`config.mk`:
```
export PLATFORM = sky130hd
export DESIGN_NAME = evt_err_ctrl
export DESIGN_NICKNAME = d
export VERILOG_FILES = /design/src/rtl/eec_pkg.sv /design/src/rtl/eec_boundary.sv /design/src/rtl/eec_classify.sv /design/src/rtl/eec_freeze.sv /design/src/rtl/evt_err_ctrl.sv
export SDC_FILE = /design/constraint.sdc
export NUM_CORES = 1
export LEC_CHECK = 0
export BUFFER_PORTS_ARGS = -buffer_cell sky130_fd_sc_hd__buf_2
export CORE_AREA = 2 2 71 46
export DETAILED_ROUTE_END_ITERATION = 10
export DIE_AREA = 0 0 73 48
export GPL_TIMING_DRIVEN = 0
export PLACE_DENSITY_LB_ADDON = 0.08
export SYNTH_ARGS = -nofsm -noshare
export SYNTH_HDL_FRONTEND = slang
export SYNTH_SLANG_ARGS = --single-unit
```
`constraint.sdc`:
```
create_clock -name clk -period 4 [get_ports clk]
set_clock_uncertainty 0.05 [all_clocks]
set_input_delay 0.6 -clock clk [delete_from_list [all_inputs] [get_ports clk]]
set_output_delay 0.6 -clock clk [all_outputs]
set_load 0.005 [all_outputs]
```
`src/rtl/eec_pkg.sv`:
```
`timescale 1ns/1ps
package eec_pkg;
    typedef enum logic [1:0] {
        ACT_NONE   = 2'd0,
        ACT_REMOVE = 2'd1,
        ACT_FREEZE = 2'd2
    } err_act_e;
endpackage

```
`src/rtl/eec_boundary.sv`:
```
`timescale 1ns/1ps
module eec_boundary #(
    parameter int CNT_W = 4
) (
    input  logic             clk,
    input  logic             rst_n,
    input  logic             hit_eoe_i,
    input  logic             road_eoe_i,
    input  logic             evt_done_i,
    output logic             init_o,
    output logic [CNT_W-1:0] open_cnt_o
);
    localparam logic [CNT_W-1:0] CNT_MAX = {CNT_W{1'b1}};

    typedef struct packed {
        logic             start;
        logic             hit_seen;
        logic             road_seen;
        logic             init;
        logic [CNT_W-1:0] open_cnt;
    } bnd_st_t;

    bnd_st_t st_q, st_d;
    logic    pair_done;
    logic    close_evt;

    always_comb begin
        st_d      = st_q;
        pair_done = (st_q.hit_seen | hit_eoe_i) & (st_q.road_seen | road_eoe_i);
        close_evt = evt_done_i && (st_q.open_cnt != '0);
        st_d.start = 1'b0;
        st_d.init  = st_q.start | pair_done;
        if (pair_done) begin
            st_d.hit_seen  = 1'b0;
            st_d.road_seen = 1'b0;
        end else begin
            st_d.hit_seen  = st_q.hit_seen | hit_eoe_i;
            st_d.road_seen = st_q.road_seen | road_eoe_i;
        end
        st_d.open_cnt = st_q.open_cnt - CNT_W'(close_evt);
        if (st_d.init && (st_d.open_cnt != CNT_MAX)) begin
            st_d.open_cnt = st_d.open_cnt + CNT_W'(1);
        end
    end

    always_ff @(posedge clk) begin
        if (!rst_n) begin
            st_q          <= '0;
            st_q.start    <= 1'b1;
        end else begin
            st_q <= st_d;
        end
    end

    assign init_o     = st_q.init;
    assign open_cnt_o = st_q.open_cnt;


    pair_flags_chk: assert property (@(posedge clk) disable iff (!rst_n)
        !(st_q.hit_seen && st_q.road_seen));


    start_once_chk: assert property (@(posedge clk) disable iff (!rst_n)
        !st_q.start |=> !st_q.start);


    idle_done_chk: assert property (@(posedge clk) disable iff (!rst_n)
        (st_q.open_cnt == '0) && !st_q.init |=> (st_q.open_cnt == '0) || st_q.init);
endmodule

```
`src/rtl/eec_classify.sv`:
```
`timescale 1ns/1ps
module eec_classify
    import eec_pkg::*;
#(
    parameter int KIND_W = 4,
    parameter int NSTR   = 8
) (
    input  logic                 clk,
    input  logic                 rst_n,
    input  logic                 err_valid_i,
    input  logic [KIND_W-1:0]    err_kind_i,
    input  logic [NSTR-1:0]      err_streams_i,
    input  logic [(1<<KIND_W)-1:0] sev_map_i,
    input  logic                 frozen_i,
    input  logic                 sw_clear_i,
    output err_act_e             act_o,
    output logic [NSTR-1:0]      removed_o
);
    localparam int NKIND = 1 << KIND_W;

    typedef struct packed {
        logic [NSTR-1:0] removed;
    } cls_st_t;

    cls_st_t           st_q, st_d;
    err_act_e          act;
    logic [NKIND-1:0]  kind_hot;
    logic              is_freeze;

    for (genvar k = 0; k < NKIND; k++) begin : g_kind
        assign kind_hot[k] = (err_kind_i == KIND_W'(k)) && sev_map_i[k];
    end

    assign is_freeze = |kind_hot;

    always_comb begin
        st_d = st_q;
        act  = ACT_NONE;
        if (err_valid_i && !frozen_i && !sw_clear_i) begin
            act = is_freeze ? ACT_FREEZE : ACT_REMOVE;
        end
        if (sw_clear_i) begin
            st_d.removed = '0;
        end else if (act == ACT_REMOVE) begin
            st_d.removed = st_q.removed | err_streams_i;
        end
    end

    always_ff @(posedge clk) begin
        if (!rst_n) begin
            st_q <= '0;
        end else begin
            st_q <= st_d;
        end
    end

    assign act_o     = act;
    assign removed_o = st_q.removed;


    mask_sticky_chk: assert property (@(posedge clk) disable iff (!rst_n)
        !sw_clear_i |=> ((st_q.removed & $past(st_q.removed)) == $past(st_q.removed)));


    frozen_ignore_chk: assert property (@(posedge clk) disable iff (!rst_n)
        frozen_i && !sw_clear_i |=> $stable(st_q.removed));


    clear_mask_chk: assert property (@(posedge clk) disable iff (!rst_n)
        sw_clear_i |=> (st_q.removed == '0));
endmodule

```
`src/rtl/eec_freeze.sv`:
```
`timescale 1ns/1ps
module eec_freeze #(
    parameter int CNT_W = 4
) (
    input  logic             clk,
    input  logic             rst_n,
    input  logic             act_freeze_i,
    input  logic [CNT_W-1:0] open_cnt_i,
    input  logic             evt_done_i,
    input  logic             sw_clear_i,
    output logic             frozen_o,
    output logic             pending_o
);
    typedef struct packed {
        logic             frozen;
        logic             pending;
        logic [CNT_W-1:0] drain;
    } frz_st_t;

    frz_st_t          st_q, st_d;
    logic             close_evt;
    logic [CNT_W-1:0] remain;

    always_comb begin
        st_d      = st_q;
        close_evt = evt_done_i && (open_cnt_i != '0);
        remain    = open_cnt_i - CNT_W'(close_evt);
        if (sw_clear_i) begin
            st_d = '0;
        end else if (st_q.pending) begin
            if (close_evt) begin
                st_d.drain = st_q.drain - CNT_W'(1);
                if (st_q.drain == CNT_W'(1)) begin
                    st_d.pending = 1'b0;
                    st_d.frozen  = 1'b1;
                end
            end
        end else if (act_freeze_i) begin
            if (remain == '0) begin
                st_d.frozen = 1'b1;
            end else begin
                st_d.pending = 1'b1;
                st_d.drain   = remain;
            end
        end
    end

    always_ff @(posedge clk) begin
        if (!rst_n) begin
            st_q <= '0;
        end else begin
            st_q <= st_d;
        end
    end

    assign frozen_o  = st_q.frozen;
    assign pending_o = st_q.pending;


    freeze_hold_chk: assert property (@(posedge clk) disable iff (!rst_n)
        st_q.frozen && !sw_clear_i |=> st_q.frozen);


    wait_excl_chk: assert property (@(posedge clk) disable iff (!rst_n)
        st_q.pending |-> !st_q.frozen && (st_q.drain != '0));


    no_extend_chk: assert property (@(posedge clk) disable iff (!rst_n)
        st_q.pending && !sw_clear_i |=> !st_q.pending || (st_q.drain <= $past(st_q.drain)));
endmodule

```
`src/rtl/evt_err_ctrl.sv`:
```
`timescale 1ns/1ps
module evt_err_ctrl
    import eec_pkg::*;
#(
    parameter int KIND_W = 4,
    parameter int NSTR   = 8,
    parameter int CNT_W  = 4
) (
    input  logic                     clk,
    input  logic                     rst_n,
    input  logic                     hit_eoe_i,
    input  logic                     road_eoe_i,
    input  logic                     evt_done_i,
    input  logic                     err_valid_i,
    input  logic [KIND_W-1:0]        err_kind_i,
    input  logic [NSTR-1:0]          err_streams_i,
    input  logic [(1<<KIND_W)-1:0]   sev_map_i,
    input  logic                     sw_clear_i,
    output logic                     init_evt_o,
    output logic                     freeze_bcast_o,
    output logic                     freeze_up_o,
    output logic [NSTR-1:0]          removed_o
);
    logic [CNT_W-1:0] open_cnt;
    err_act_e         act;
    logic             frozen;
    logic             pending;

    eec_boundary #(.CNT_W(CNT_W)) u_bnd (
        .clk        (clk),
        .rst_n      (rst_n),
        .hit_eoe_i  (hit_eoe_i),
        .road_eoe_i (road_eoe_i),
        .evt_done_i (evt_done_i),
        .init_o     (init_evt_o),
        .open_cnt_o (open_cnt)
    );

    eec_classify #(.KIND_W(KIND_W), .NSTR(NSTR)) u_cls (
        .clk           (clk),
        .rst_n         (rst_n),
        .err_valid_i   (err_valid_i),
        .err_kind_i    (err_kind_i),
        .err_streams_i (err_streams_i),
        .sev_map_i     (sev_map_i),
        .frozen_i      (frozen),
        .sw_clear_i    (sw_clear_i),
        .act_o         (act),
        .removed_o     (removed_o)
    );

    eec_freeze #(.CNT_W(CNT_W)) u_frz (
        .clk          (clk),
        .rst_n        (rst_n),
        .act_freeze_i (act == ACT_FREEZE),
        .open_cnt_i   (open_cnt),
        .evt_done_i   (evt_done_i),
        .sw_clear_i   (sw_clear_i),
        .frozen_o     (frozen),
        .pending_o    (pending)
    );

    assign freeze_bcast_o = frozen;
    assign freeze_up_o    = frozen;


    freeze_no_mask_chk: assert property (@(posedge clk) disable iff (!rst_n)
        (act == ACT_FREEZE) |=> $stable(removed_o));


    frozen_no_wait_chk: assert property (@(posedge clk) disable iff (!rst_n)
        frozen && !sw_clear_i |=> !pending);
endmodule

```
==> summary.md, run 1 <==
| Metric | Value |
|---|---|
| DR WL/cell | 12.8 um |
| Pleak | 0.706 nW |
| FF-to-FF End | u_frz.st_q[0] |
| Worst-Skew Late Latency | 0.26 ns |
| Clock share of power | 20.1% |
| Max-slew headroom | 62.8% |
| Post-CTS Setup Inserts | 0 |
| Area after DPL | 1480 um^2 |
| Layout cells sized above 1 | 36.1% |
| CTS Buf Count | 3 |
| Final Cycle Share | 66.9% |
| Hold Crit Class | register to register |
| Util after Layout | 55.0% |
| Max clock buf depth | 2 |
| Setup TNS | 0 ns |
| DRT Wirelength | 2590 um |
| Hold Crit Depth | 1 |
| Synth unique cells | 43 |
| CP Max Fanout | 6 |
| Chip height | 48 um |
| Cells on worst reg2reg path | 9 |
| Max-slew violation count | 0 |
| CP Class | register to register |
| Reg-to-reg setup timing slack | 1.32 ns |
| GRT Overall Usage | 15.5% |
| Most common cell after layout, fill and taps aside | buf_2 |
| Hold-fix buffers, CTS | 0 |
| RSZ-0062 raised after global routing | no |
| Num Clock Sinks | 22 |
| 1st-pass router iterations | 4 |
| Initial Utilization | 43.4% |
| Via density | 5.27 |
| RR Startpoint | u_bnd.open_cnt_o[2] |
| Post-layout power | 0.000781 W |
| Area Growth Syn to Fin | 26.6% |
| Clk pin slew, worst setup/hold paths | 0.08 ns |
| VDD IR max | 221 uV |
| Share of power burned in registers | 34.6% |
| # IOs | 46 |
| # diodes | 0 |
| DP Wirelength | 2120 um |
| Via count | 1069 |
| HP Start | u_cls.removed_o[5] |
| DRC | 0 |
| PD cells | 508 nW/um^2 |
| Worst-Margin Slew | 0.553 ns |
| Async SR Flop Fraction | 0% |
| Hold Path End | u_cls.removed_o[5] |
| Count of final setup violators | 0 |
| Crit path DAT | 2.81 ns |
| Yosys reg bits | 22 |
| First-pass GRT wire length | 4020 um |
| Core area | 2800 um^2 |
| Layout Nets | 211 |
| Final Cell Area | 1540 um^2 |
| Endpoint class of the critical path | register |
| # port buffers | 45 |
| Vias in the first global route | 936 |
| Synthesized Nets | 161 |
| Std-Cell Rows | 15 |
| P_sw | 0.000279 W |
| Critical Path Source Type | register |
| Avg Inst Size Synth | 10.1 um^2 |
| Die width | 73 um |
| Top_reg_cell synth | dfxtp_1 |
| Sequential share of the synthesized area | 36.3% |
| Sw Share | 35.7% |
| Req. time, crit path | 4.14 ns |
| Fmax | 0.373 GHz |
| Most frequent cells in the layout | buf_2, dfxtp_1, nor2_1, inv_1, a22o_1 |
| Final Hold Violating Endpoints | 0 |
| CTS tree | yes |
| Number of synthesized flops with an enable pin | 0 |
| Initial antenna violation count | 0 |
| H-tree depth | 1 |
| Drt initial violations | 29 |
| Largest net degree at the start of global routing | 13 |
| Die area | 3500 um^2 |
| GPL Wtd Cong | 0.822 |
| Min Tclk post-route | 2.68 ns |
| Root buffer cell | clkbuf_8 |
| Overflow after GRT | 0 |
| Synthesis Warnings | 0 |
| Netlist Area Pre-Place | 1210 um^2 |
| Antenna-violating nets left | 0 |
| Internal power | 0.000503 W |
| Max Cap Viol | 0 |
| Synth Instances | 120 |
| Combinational Power Share | 45.3% |
| CTS resizes | 0 |
| Status | finished clean |
through the flow:
step / cells / hold WS, ns / setup WS, ns
after floorplan: 120 / 0.367 / 1.55
after detailed placement: 199 / 0.412 / 1.32
after global placement: 199 / 0.378 / 1.37
final: 203 / 0.424 / 1.32
after CTS: 203 / 0.433 / 1.29
after global routing: 203 / 0.442 / 1.15
worst max-delay path by stage:
stage	to	depth (start not counted)	startpoint	slack [ns]
final	u_frz.st_q[0]	9	u_bnd.open_cnt_o[2]	1.32
after global routing	u_frz.st_q[0]	9	u_bnd.open_cnt_o[2]	1.15
after global placement	u_frz.st_q[0]	10	evt_done_i	1.37
after detailed placement	u_frz.st_q[0]	10	evt_done_i	1.32
after floorplan	u_frz.st_q[0]	9	u_bnd.open_cnt_o[2]	1.55
after CTS	u_frz.st_q[0]	9	u_bnd.open_cnt_o[2]	1.29
cells in the mapped netlist, drive strengths merged, types with 2 or more instances:
cell type | count | area [um^2]
dfxtp | 22 | 440
nor2 | 15 | 61.3
inv | 10 | 37.5
a22o | 8 | 70.1
a21oi | 7 | 38.8
ha | 6 | 75.1
mux4 | 5 | 128
nand2 | 4 | 20.0
nor4 | 4 | 40.0
xnor2 | 4 | 35.0
a31oi | 3 | 18.8
o21ai | 3 | 15.0
nand2b | 2 | 12.5
nor2b | 2 | 12.5
nor3b | 2 | 26.3
o22a | 2 | 17.5
xor2 | 2 | 17.5
worst max-delay path: stages (launching register included):
cell and delay [ns]:
dfxtp_1 0.38, o41a_1 0.48, ha_1 0.23, ha_1 0.26, and2_1 0.16, a21oi_1 0.11, a2bb2oi_1 0.34, nor2b_1 0.11
or3_1 0.36, a31oi_1 0.14
layout make-up:
| cell class | count | area, um^2 |
|---|---|---|
| plain buffers | 1 | 7.51 |
| clock buffers | 4 | 55.1 |
| fillers | 254 | 1260 |
| repair buffers | 45 | 225 |
| inverters | 11 | 41.3 |
| well taps | 34 | 42.5 |
| flip-flops and latches | 22 | 440 |
| multi-input cells | 86 | 726 |
flip-flops by register name, indices dropped and copies added, names as in the netlist:
| signal | cells |
|---|---|
| u_bnd.open_cnt_o | 4 |
| u_bnd.st_q | 3 |
| u_bnd.init_o | 1 |
| u_frz.pending_o | 1 |
| u_frz.frozen_o | 1 |
| u_cls.removed_o | 8 |
| u_frz.st_q | 4 |
per-layer routing:
layer / global-route usage [%] / part of all wire, % / up-vias
met5: 0 / 0 / -
met4: 2.22 / 0.54 / 0
met3: 5.26 / 6.6 / 2
met2: 26.7 / 45 / 40
met1: 19.9 / 48 / 479
li1: - / - / 548
power by group through the flow:
| stage | sequential (W) | combinational (W) | clock, W |
|---|---|---|---|
| after floorplan | 0.000270 | 0.000280 | 0 |
| after global placement | 0.000274 | 0.000350 | 0 |
| after detailed placement | 0.000276 | 0.000356 | 0 |
| after CTS | 0.000270 | 0.000357 | 0.000160 |
| after global routing | 0.000275 | 0.000393 | 0.000168 |
| final | 0.000270 | 0.000353 | 0.000157 |
cells by family after synthesis:
kind of cell	Yosys count	share of synthesized area [%]
simple gates	36	17.9
compound gates	33	20.8
flops	22	36.3
buf+inv	12	4.02
xor+xnor	6	4.33
fa+ha+maj	6	6.18
mux	5	10.5
Power figures use the tool's default switching activity.
==> run 2: changes to the inputs <==
- ABC_AREA: unset -> 1
- CORE_AREA: 2 2 71 46 -> 2 2 74 48
- DIE_AREA: 0 0 73 48 -> 0 0 76 50
- clock period: 4 -> 2.78 ns (I/O delays scaled with it)
==> run 2 against run 1 <==
Effect of this change: total power up 38%; cell area grew 7.7%; sequential cell count is the same; global-route usage is 0.44 points higher; worst setup slack worse by 0.87 ns; wire length grew 4.3%; sequential power is 35% higher; via count up 17%; die area up 8.4%; critical path type unchanged; critical endpoint is now u_frz.st_q[1]; largest power group unchanged.
==> summary.md, run 2 <==
| Metric | Value |
|---|---|
| GRT Overall Usage | 16.0% |
| Kind of cell adding the most delay to the critical path | simple AND/OR/NAND/NOR gates |
| CTS tree | yes |
| Worst-Margin Slew | 0.561 ns |
| Final Hold Violating Endpoints | 0 |
| CP Max Fanout | 6 |
| CP Class | register to register |
| CTS resizes | 0 |
| Post-CTS Setup Inserts | 0 |
| Most instantiated cells after synthesis | nand2_1, inv_1, nor2_1 |
| Vias in the first global route | 1144 |
| Root buffer cell | clkbuf_8 |
| Max reg flops | 8 |
| Area Growth Syn to Fin | 24.6% |
| DRC | 0 |
| Fill cell count | 326 |
| Worst-Skew Late Latency | 0.26 ns |
| Area of the multi-input gates | 716 um^2 |
| DP Worst Slack | 0.478 ns |
| Antenna-violating nets left | 0 |
| Post-Layout Cell Count | 289 |
| Async SR Flop Fraction | 0% |
| Number of synthesized flops with an enable pin | 0 |
| Most common cell after layout, fill and taps aside | buf_2 |
| Sequential share of the synthesized area | 33.1% |
| Via density | 4.33 |
| Die width | 76 um |
| Hold Crit Class | input port to register |
| Req. time, crit path | 2.93 ns |
| HP Start | err_streams_i[0] |
| Share of power burned in registers | 33.8% |
| Synth Instances | 197 |
| DRT Wirelength | 2700 um |
| 1st-pass router iterations | 4 |
| Hold-fix buffers, CTS | 0 |
| Fmax | 0.430 GHz |
| Max-slew headroom | 62.5% |
| P_sw | 0.000417 W |
| Reg-to-reg setup timing slack | 0.45 ns |
| Final Cycle Share | 83.6% |
| Netlist Area Pre-Place | 1330 um^2 |
| Hold Crit Depth | 3 |
| Hold Path End | u_cls.removed_o[0] |
| Top_reg_cell synth | dfxtp_1 |
| Max Cap Viol | 0 |
| DR WL/cell | 9.36 um |
| Worst setup margin | 0.455 ns |
| Clk pin slew, worst setup/hold paths | 0.08 ns |
| Slowest-stage cell, CP | xor2_1 |
| Initial antenna violation count | 0 |
| CP peak stage delay | 0.48 ns |
| Pleak | 0.859 nW |
| Post-layout power | 0.00108 W |
| Most frequent cells in the layout | buf_2, nand2_1, inv_1, nor2_1 |
| Internal power | 0.000660 W |
| VDD IR max | 317 uV |
| Clock share of power | 20.9% |
| Largest net degree at the start of global routing | 13 |
| Yosys reg bits | 22 |
| Max-slew violation count | 0 |
| Via count | 1250 |
| GPL Wtd Cong | 0.762 |
| Most common cell in the netlist | nand2_1 |
| Die area | 3800 um^2 |
| Setup TNS | 0 ns |
| Max clock buf depth | 2 |
| Crit path DAT | 2.48 ns |
| Dpl cells | 285 |
| Layout Nets | 286 |
| Buf/Inv on CP | 0 |
| Count of final setup violators | 0 |
| Critical Path Source Type | register |
| CTS Buf Count | 3 |
| Layout cells sized above 1 | 25.8% |
| Std-Cell Rows | 16 |
| Core area | 3100 um^2 |
| Combinational Power Share | 45.3% |
| Largest area contributor in the netlist | dfxtp_1 |
| Hold_ws | 0.346 ns |
| Most frequent CP cell | nor2_1 |
| FF-to-FF End | u_frz.st_q[1] |
| Initial Utilization | 42.9% |
| Synth unique cells | 26 |
| Worst path depth | 12 |
| Min Tclk post-route | 2.33 ns |
| Sw Share | 38.7% |
| Status | finished clean |
| Main area contributors after synthesis | dfxtp_1, nand2_1, inv_1 |
| CP Launch Point | u_bnd.open_cnt_o[2] |
| Overflow after GRT | 0 |
| Synthesis Warnings | 0 |
| Drt initial violations | 51 |
| # port buffers | 43 |
| RR Startpoint | u_bnd.open_cnt_o[2] |
| PD cells | 650 nW/um^2 |
| Cell Chain, Critical Path | nor2_1, nand3_1, and2_1, ha_1, ha_1, xor2_1, nor2_1, a21oi_1, nand3_1, o21ai_0, nor2_1, nor2_1 |
| DP Wirelength | 2190 um |
| Post-synth top area share | 33.1% |
| # diodes | 0 |
| Num Clock Sinks | 22 |
| Avg Inst Size Synth | 6.75 um^2 |
| Seq. cell area | 440 um^2 |
| First-pass GRT wire length | 4870 um |
| Cells on worst reg2reg path | 12 |
| Synthesized Nets | 238 |
| Chip height | 50 um |
| RSZ-0062 raised after global routing | no |
| Endpoint class of the critical path | register |
| # IOs | 46 |
| H-tree depth | 1 |
run 2: how the worst max path moves through the flow:
| stage | to | slack, ns |
|---|---|---|
| global route | u_frz.st_q[1] | 0.19 |
| floorplan | u_bnd.open_cnt_o[1] | 0.74 |
| detailed placement | u_frz.st_q[1] | 0.48 |
| finish | u_frz.st_q[1] | 0.45 |
| CTS | u_frz.st_q[1] | 0.46 |
| global placement | u_frz.st_q[1] | 0.47 |
run 2: worst register-to-register path, stage by stage (launching register included):
cell and delay, ns:
dfxtp_1 0.32, nor2_1 0.14, nand3_1 0.07, and2_1 0.18
ha_1 0.20, ha_1 0.19, xor2_1 0.48, nor2_1 0.12
a21oi_1 0.18, nand3_1 0.10, o21ai_0 0.10, nor2_1 0.06
nor2_1 0.08
run 2: cells by family after synthesis:
| family | after synthesis | synth area share [%] |
|---|---|---|
| AOI/OAI and AO/OA | 26 | 10.3 |
| DFF | 22 | 33.1 |
| buffers and inverters | 40 | 13.1 |
| adders and majority gates | 6 | 5.64 |
| and+or+nand+nor | 98 | 34.0 |
| xor gates and xnor gates | 5 | 3.86 |
run 2: final cells by class:
class | instances | area share (%)
clock buffers | 4 | 3.32
multi-input cells | 135 | 43.2
plain buffers | 3 | 1.81
well taps | 45 | 3.40
repair buffers | 43 | 13.0
flip-flops and latches | 22 | 26.6
inverters | 37 | 8.69
run 2: routing by layer:
layer	vias up	wire, um	track usage, %
li1	703	-	-
met1	525	1600	23.0
met2	20	988	23.8
met3	2	106	4.40
met4	0	13	3.64
met5	-	0	0
run 2: stage by stage:
stage	utilization (%)	instance area, um^2
5_1_grt	53.4	1660
3_5_place_dp	51.6	1600
3_3_place_gp	51.6	1600
2_1_floorplan	-	1330
6_report	53.4	1660
4_1_cts	53.4	1660
run 2: power by group through the flow:
stage,registers (W),logic (W),clock network (W)
after floorplan,0.000369,0.000382,0
after global placement,0.000372,0.000482,0
after detailed placement,0.000371,0.000483,0
after CTS,0.000364,0.000489,0.000236
after global routing,0.000367,0.000563,0.000251
final,0.000364,0.000488,0.000225
==> run 3: changes to the inputs <==
- clock period: 2.78 -> 2.4 ns (I/O delays scaled with it)
==> run 3 against run 2 <==
Effect of this change: sequential power is 18% higher; fmax rose by 6.3%; cell area rose by 3.4%; critical endpoint is now u_frz.st_q[2].
==> summary.md, run 3 (synthesis results as in run 2) <==
| Metric | Value |
|---|---|
| CP peak stage delay | 0.36 ns |
| Antenna-violating nets left | 0 |
| CP Max Fanout | 8 |
| Clk pin slew, worst setup/hold paths | 0.08 ns |
| M1 WL | 1610 um |
| DR top layer | met4 |
| Area after DPL | 1600 um^2 |
| Buf/Inv on CP | 1 |
| DP Worst Slack | 0.0977 ns |
| Status | finished clean |
| Wire length on met2 | 1010 um |
| Min Tclk post-route | 2.19 ns |
| Final Cycle Share | 91.2% |
| Max clock buf depth | 2 |
| Final Hold Violating Endpoints | 0 |
| P_sw | 0.000529 W |
| Cell Chain, Critical Path | nor2_2, nand3_1, and2_1, ha_2, ha_4, ha_1, inv_1, nor3_2, nand2_1, nand2_4, nand2_1, nand2_1, nor2_1 |
| DR WL/cell | 9.49 um |
| Critical Path Source Type | register |
| Most common cell after layout, fill and taps aside | buf_2 |
| H-tree depth | 1 |
| CP Class | register to register |
| RSZ-0062 raised after global routing | no |
| Worst-Margin Slew | 0.409 ns |
| # IOs | 46 |
| Kind of cell adding the most delay to the critical path | simple AND/OR/NAND/NOR gates |
| Drt initial violations | 66 |
| Dpl cells | 285 |
| Max-slew violation count | 0 |
| Clock share of power | 19.3% |
| Slowest-stage cell, CP | dfxtp_1 |
| Area Growth Syn to Fin | 28.8% |
| Std-Cell Rows | 16 |
| Post-Layout Cell Count | 289 |
| CTS Buf Count | 3 |
| Combinational Power Share | 48.9% |
| Max-slew headroom | 72.6% |
| Num Clock Sinks | 22 |
| Most frequent CP cell | nand2_1 |
| DP Wirelength | 2190 um |
| Crit path DAT | 2.30 ns |
| Most frequent cells in the layout | buf_2, nand2_1, inv_1, nor2_1 |
| Vias in the first global route | 1144 |
| Endpoint class of the critical path | register |
| Internal power | 0.000820 W |
| Core area | 3100 um^2 |
| Setup TNS | 0 ns |
| Overflow after GRT | 0 |
| Sw Share | 39.2% |
| Layout Nets | 286 |
| Via density | 4.36 |
| Die width | 76 um |
| PD cells | 788 nW/um^2 |
| Fmax | 0.457 GHz |
| Final Cell Area | 1710 um^2 |
| Via count | 1260 |
| Count of final setup violators | 0 |
| Req. time, crit path | 2.51 ns |
| Max reg flops | 8 |
| GPL Wtd Cong | 0.762 |
| Largest net degree at the start of global routing | 13 |
| Chip height | 50 um |
| Hold Crit Class | input port to register |
| Initial Utilization | 42.9% |
| Post-CTS Setup Inserts | 0 |
| Die area | 3800 um^2 |
| Initial antenna violation count | 0 |
| Routed wl met3 | 107 um |
| First-pass GRT wire length | 4870 um |
| # diodes | 0 |
| Layout cells sized above 1 | 27.5% |
| Pleak | 0.862 nW |
| DRT Wirelength | 2740 um |
| Worst-Skew Late Latency | 0.26 ns |
| Util after Layout | 55.2% |
| Worst setup margin | 0.212 ns |
| VDD IR max | 372 uV |
| DRC | 0 |
| # port buffers | 43 |
| Max Cap Viol | 0 |
| Hold-fix buffers, CTS | 0 |
| Root buffer cell | clkbuf_8 |
| CTS tree | yes |
| Share of power burned in registers | 31.7% |
| 1st-pass router iterations | 5 |
| GRT Overall Usage | 16.0% |
-- run 3: worst reg2reg max path, stage by stage (launching register included) --
cell	delay, ns
dfxtp_1	0.36
nor2_2	0.14
nand3_1	0.06
and2_1	0.18
ha_2	0.21
ha_4	0.29
ha_1	0.14
inv_1	0.06
nor3_2	0.20
nand2_1	0.13
nand2_4	0.12
nand2_1	0.06
nand2_1	0.05
nor2_1	0.04
-- run 3: final timing paths --
kind                                     startpoint                  to  slack [ns]  cells past startpoint
worst max-delay path            u_bnd.open_cnt_o[2]       u_frz.st_q[2]        0.21                     13
worst min-delay path               err_streams_i[0]  u_cls.removed_o[0]        0.29                      3
worst max register to register  u_bnd.open_cnt_o[2]       u_frz.st_q[2]        0.21                     13
worst min register to register   u_cls.removed_o[2]  u_cls.removed_o[2]        0.40                      2
-- run 3: power groups by stage --
stage                     Sequential (W)  Combinational (W)  Clock, W
after floorplan                 0.000428           0.000443         0
after CTS                       0.000421           0.000566  0.000273
after global placement          0.000431           0.000558         0
final                           0.000428           0.000660  0.000261
after global routing            0.000432           0.000748  0.000291
after detailed placement        0.000430           0.000559         0
-- run 3: area by class of cell --
class / count / area, um^2
fill: 324 / 1390
multi-input combinational: 135 / 772
sequential: 22 / 440
timing repair buffer: 43 / 215
inverter: 37 / 144
tap: 45 / 56.3
clock buffer: 4 / 55.1
buffer: 3 / 30.0
-- run 3: metal layers --
layer | GRT usage [%] | vias up
met5 | 0 | -
met4 | 3.64 | 0
met3 | 4.40 | 2
met2 | 23.8 | 22
met1 | 23.0 | 534
li1 | - | 702
-- run 3: metrics by stage --
| stage | power (W) | hold WS [ns] |
|---|---|---|
| 2_1_floorplan | 0.000871 | 0.384 |
| 3_3_place_gp | 0.000989 | 0.390 |
| 3_5_place_dp | 0.000989 | 0.386 |
| 4_1_cts | 0.00126 | 0.279 |
| 5_1_grt | 0.00147 | 0.282 |
| 6_report | 0.00135 | 0.289 |
-- run 3: repair_timing --
| item | 4_1_cts | 5_1_grt |
|---|---|---|
| gates resized for setup | 0 | 7 |
| setup endpoints to repair | 0 | 8 |
| endpoints found under the hold margin | 0 | 0 |
